$ cat src/rtl/fzero_branch_unit.sv
module fzero_branch_unit #(
  parameter int XLEN   = 64,
  parameter int DISP_W = 21,
  parameter int RIDX_W = 5
) (
  input  logic [5:0]        opcode,
  input  logic [10:0]       func,
  input  logic [RIDX_W-1:0] ra_idx,
  input  logic [RIDX_W-1:0] rb_idx,
  input  logic [RIDX_W-1:0] rc_idx,
  input  logic [XLEN-1:0]   ra_val,
  input  logic [XLEN-1:0]   rb_val,
  input  logic [XLEN-1:0]   pc_inc,
  input  logic [DISP_W-1:0] disp,
  output logic [XLEN-1:0]   next_pc,
  output logic              wr_en,
  output logic [XLEN-1:0]   wr_data,
  output logic              invalid
);
  localparam logic [RIDX_W-1:0] ZREG  = '1;
  localparam logic [XLEN-1:0]   NEGZ  = {1'b1, {(XLEN-1){1'b0}}};
  localparam int                EXT_W = XLEN - DISP_W - 2;

  typedef enum logic [2:0] {C_EQ, C_NE, C_LT, C_LE, C_GT, C_GE} cond_t;

  function automatic logic zero_test(cond_t c, logic [XLEN-1:0] v);
    logic mag_zero;
    mag_zero = ~|v[XLEN-2:0];
    case (c)
      C_EQ:    return mag_zero;
      C_NE:    return !mag_zero;
      C_LE:    return $signed(v) <= 0;
      C_GT:    return $signed(v) > 0;
      C_GE:    return ($signed(v) >= 0) || (v == NEGZ);
      default: return ($signed(v) < 0) && (v != NEGZ);
    endcase
  endfunction

  logic            is_br, is_mv, hit;
  cond_t           cond;
  logic [XLEN-1:0] a_eff, b_eff, target;

  always_comb begin
    is_br = 1'b0;
    is_mv = 1'b0;
    cond  = C_EQ;
    case (opcode)
      6'h31: begin is_br = 1'b1; cond = C_EQ; end
      6'h32: begin is_br = 1'b1; cond = C_LT; end
      6'h33: begin is_br = 1'b1; cond = C_LE; end
      6'h35: begin is_br = 1'b1; cond = C_NE; end
      6'h36: begin is_br = 1'b1; cond = C_GE; end
      6'h37: begin is_br = 1'b1; cond = C_GT; end
      6'h17: begin
        case (func)
          11'h02A: begin is_mv = 1'b1; cond = C_EQ; end
          11'h02B: begin is_mv = 1'b1; cond = C_NE; end
          11'h02C: begin is_mv = 1'b1; cond = C_LT; end
          11'h02D: begin is_mv = 1'b1; cond = C_GE; end
          11'h02E: begin is_mv = 1'b1; cond = C_LE; end
          11'h02F: begin is_mv = 1'b1; cond = C_GT; end
          default: ;
        endcase
      end
      default: ;
    endcase
  end

  assign a_eff   = (ra_idx == ZREG) ? '0 : ra_val;
  assign b_eff   = (rb_idx == ZREG) ? '0 : rb_val;
  assign hit     = zero_test(cond, a_eff);
  assign target  = pc_inc + {{EXT_W{disp[DISP_W-1]}}, disp, 2'b00};
  assign next_pc = (is_br && hit) ? target : pc_inc;
  assign wr_en   = is_mv && hit && (rc_idx != ZREG);
  assign wr_data = wr_en ? b_eff : '0;
  assign invalid = !(is_br || is_mv);

  always_comb begin
    // the sign-only pattern must give the same answer as +0.0
    if (a_eff == NEGZ)
      assert_negzero_R4: assert (hit == zero_test(cond, '0));
    if (invalid)
      assert_invalid_quiet_R11: assert (!wr_en && next_pc == pc_inc);
    if (rc_idx == ZREG)
      assert_zero_dest_R10: assert (!wr_en);
    if (is_br)
      assert_branch_nowrite_R12: assert (!wr_en);
    if (is_mv)
      assert_move_noredirect_R12: assert (next_pc == pc_inc);
    if (!wr_en)
      assert_idle_data_R8: assert (wr_data == '0);
  end
endmodule

$ cat config.mk
export PLATFORM = sky130hd
export DESIGN_NAME = fzero_branch_unit
export DESIGN_NICKNAME = d
export VERILOG_FILES = /design/src/rtl/fzero_branch_unit.sv
export SDC_FILE = /design/constraint.sdc
export NUM_CORES = 1
export LEC_CHECK = 0
export ABC_AREA = 1
export CORE_MARGIN = 2
export CORE_UTILIZATION = 30
export DETAILED_ROUTE_END_ITERATION = 16
export DONT_BUFFER_PORTS = 1
export GPL_TIMING_DRIVEN = 0
export PLACE_DENSITY = 0.42
export SLEW_MARGIN = 5
export SYNTH_ARGS = -nofsm -noshare
export SYNTH_HDL_FRONTEND = slang
export SYNTH_SLANG_ARGS = --single-unit
$ cat constraint.sdc
create_clock -name vclk -period 2.9
set_input_delay 0.29 -clock vclk [all_inputs]
set_output_delay 0.29 -clock vclk [all_outputs]
set_load 0.01 [all_outputs]
==> impl_results.md <==
* Antenna violations before repair at 1
* Hold-fix buffers, CTS at 0
* Worst setup margin at 0.129 ns
* Synthesized instance count at 1363
* Port bufs at 0
* Syn_nets at 1670
* Max FO, Critical Path at 4
* Worst slew pin tran at 0.843 ns
* Yosys cell types at 35
* Setup TNS at 0 ns
* Max_cap viols at 0
* Fin nets at between 1500 and 2000
* Setup WS pre-CTS at -0.432 ns
* Int Power at 0.000389 W
* Critical Path Sink Type: primary output
* Leading area contributor after synthesis: nand2_1
* Dominant cells by area after synthesis: nand2_1 (27%), nor2_1 (14%), ha_1 (12%)
* DP HPWL at 26500 um
* FFs & Latches at 0
* Peak Freq at around 360 MHz
* Vias at 8685
* Final hold vios at 0
* Critical Path AT at between 2 and 2.5 ns
* Tcrit/Tclk final at 0.955
* Critical Path Slowest Stage Cell: fa_2
* Die footprint at around 23000 um2
* Status: finished clean
* Pin count of the biggest net entering global routing at 43
* Area Growth Syn to Fin at 6.87%
* Crit-path cells: ha_2 -> inv_1 -> fa_2 -> inv_1 -> nand3_1 -> nand2_2 -> a21oi_1 -> o21ai_2 -> nand2_1 -> nand2_1 -> nand2_1 -> nand3_1 -> nand2_1 -> nand2_1 -> nand3_1 -> nand2_1
* Tmin final at about 2.8 ns
* Final core utilization at 0.323
* Seq/Total Area, Yosys at 0
* Startpoint types: input pin
* Post-synthesis cell area at 6540 um2
* Die span in y at ~150 um
* Setup CP Type: input pin to primary output
* Grt ovf at 0
* Initial DRC count at ~590
* Layout clock buffers at 0
* Placer Congestion at 0.932
* Largest stage delay on the critical path at 0.36 ns
* Most common library cells after synthesis: nand2_1 (468), nor2_1 (248), inv_1 (144)
* First-pass GRT wire length at 43200 um
* Peak supply drop at 0.0563 mV
* RSZ-0062 raised after global routing: false
* Placed cell areas at 6890 um2
* Number of global-route vias before repair at approximately 8000
* Most frequent CP cell: nand2_1
* Total track usage at 0.241
* Core Area at ~22000 um2
* Die boundary width at roughly 150 um
* Routed Antenna Nets at 0
* Max-slew violation total from the final report at 0
* Switching Share at 0.679
* Routed WL at around 30000 um
* Vias per cell at 5.27
* Most common cell in the synthesized netlist: nand2_1
* Normalized max-slew margin at 0.438
* Top-area cell type share of the netlist area at 0.269
* Hold crit path type: input pin to primary output
* Num ports at 375
* Starting Density at 0.302
* Crit path required time at 2.61 ns
* Layout cells sized above 1 at 0.0351
* Switching power at between 0.0008 and 0.0009 W
* Avg Cell Area, Syn at 4.80 um2
* Core Rows at between 50 and 60
* Register area at 0 um2
* Seq pwr share at 0
* Setup violators final at 0
* Finished layout cell area at 6990 um2
* Clk pwr share at 0
* Yosys warns at 0
* Leak at 3.55 nW
* DRT Pass-1 Iters at 5
* Pwr per Cell Area at 173 nW/um2
* Comb pwr share at 1.000
* Residual DRC at 0
* Wire per inst at 18.0 um
==> what timing repair did <==
action,4_1_cts,5_1_grt
cloned,0,0
endpoints found under the setup margin,11,62
endpoints found under the hold margin,0,0
gates resized for setup,6,21
pin swaps,1,4
setup buffers,1,2
==> critical path: cells and delay by family <==
family / cells / cell delay [ns]
buf+inv: 2 / 0.16
fa+ha+maj: 2 / 0.58
simple gates: 10 / 1.02
compound gates: 2 / 0.43
==> per-stage QoR <==
step	std cells	total power, W	hold WS [ns]
after floorplan	1363	0.000862	0.672
after global placement	1643	0.00117	0.674
after detailed placement	1643	0.00117	0.674
after global routing	1647	0.00136	0.675
after CTS	1644	0.00118	0.674
final	1647	0.00121	0.673
==> path summary, 6_finish.rpt <==
path / from / cells past startpoint / slack [ns] / endpoint
setup / recovery: pc_inc[2] / 16 / 0.13 / next_pc[58]
hold / removal: pc_inc[1] / 1 / 0.67 / next_pc[1]
==> metal layers <==
layer | global-route usage | wire (um)
met2 | 0.402 | 13200
met1 | 0.345 | 14000
met4 | 0.0384 | 538
met5 | 0 | 0
met3 | 0.0150 | 1940
==> cell families after synthesis <==
logic type	Yosys count	share of synthesized area
xor gates and xnor gates	40	0.0536
adders and majority gates	62	0.120
buffers and inverters	182	0.114
AOI/OAI and AO/OA	184	0.154
and+or+nand+nor	895	0.559
==> power groups by stage <==
stage	clock network, W	registers (W)	logic [W]
floorplan	0	0	0.000862
global placement	0	0	0.00117
detailed placement	0	0	0.00117
CTS	0	0	0.00118
global route	0.0000000000462	0	0.00136
finish	0.0000000000462	0	0.00121
==> area by class of cell <==
type	count	area, um2
buffer	34	191
fill	2632	14600
tap	280	350
timing repair buffer	3	22.5
inverter	148	556
multi-input combinational	1181	5870
antenna	1	2.50
==> placed cells by master (no fill, tap or decap), types with 2 or more instances in the layout <==
| cell | synthesis | routed |
|---|---|---|
| inv_1 | 144 | 144 |
| nand3_2 | 1 | 2 |
| xnor2_1 | 5 | 5 |
| nor2_1 | 248 | 244 |
| nand3b_1 | 5 | 5 |
| ha_1 | 61 | 60 |
| nor2_2 | 2 | 6 |
| clkbuf_1 | 15 | 15 |
| nand2_2 | 1 | 6 |
| buf_6 | 6 | 6 |
| buf_4 | 2 | 5 |
| xor2_1 | 35 | 35 |
| a21oi_2 | 0 | 2 |
| inv_2 | 3 | 3 |
| nor3_1 | 12 | 12 |
| a31oi_1 | 13 | 13 |
| and3_1 | 5 | 5 |
| nand4_1 | 16 | 16 |
| clkbuf_2 | 0 | 2 |
| nand2_1 | 468 | 462 |
| buf_2 | 7 | 7 |
| o21ai_0 | 63 | 59 |
| nor4_1 | 6 | 6 |
| o21ai_2 | 0 | 4 |
| buf_1 | 4 | 2 |
| o21bai_1 | 9 | 9 |
| o21a_1 | 4 | 4 |
| a21o_1 | 10 | 10 |
| nand3_1 | 128 | 127 |
| a21oi_1 | 81 | 79 |
| o31ai_1 | 2 | 2 |
(Power assumes the default switching activity.)
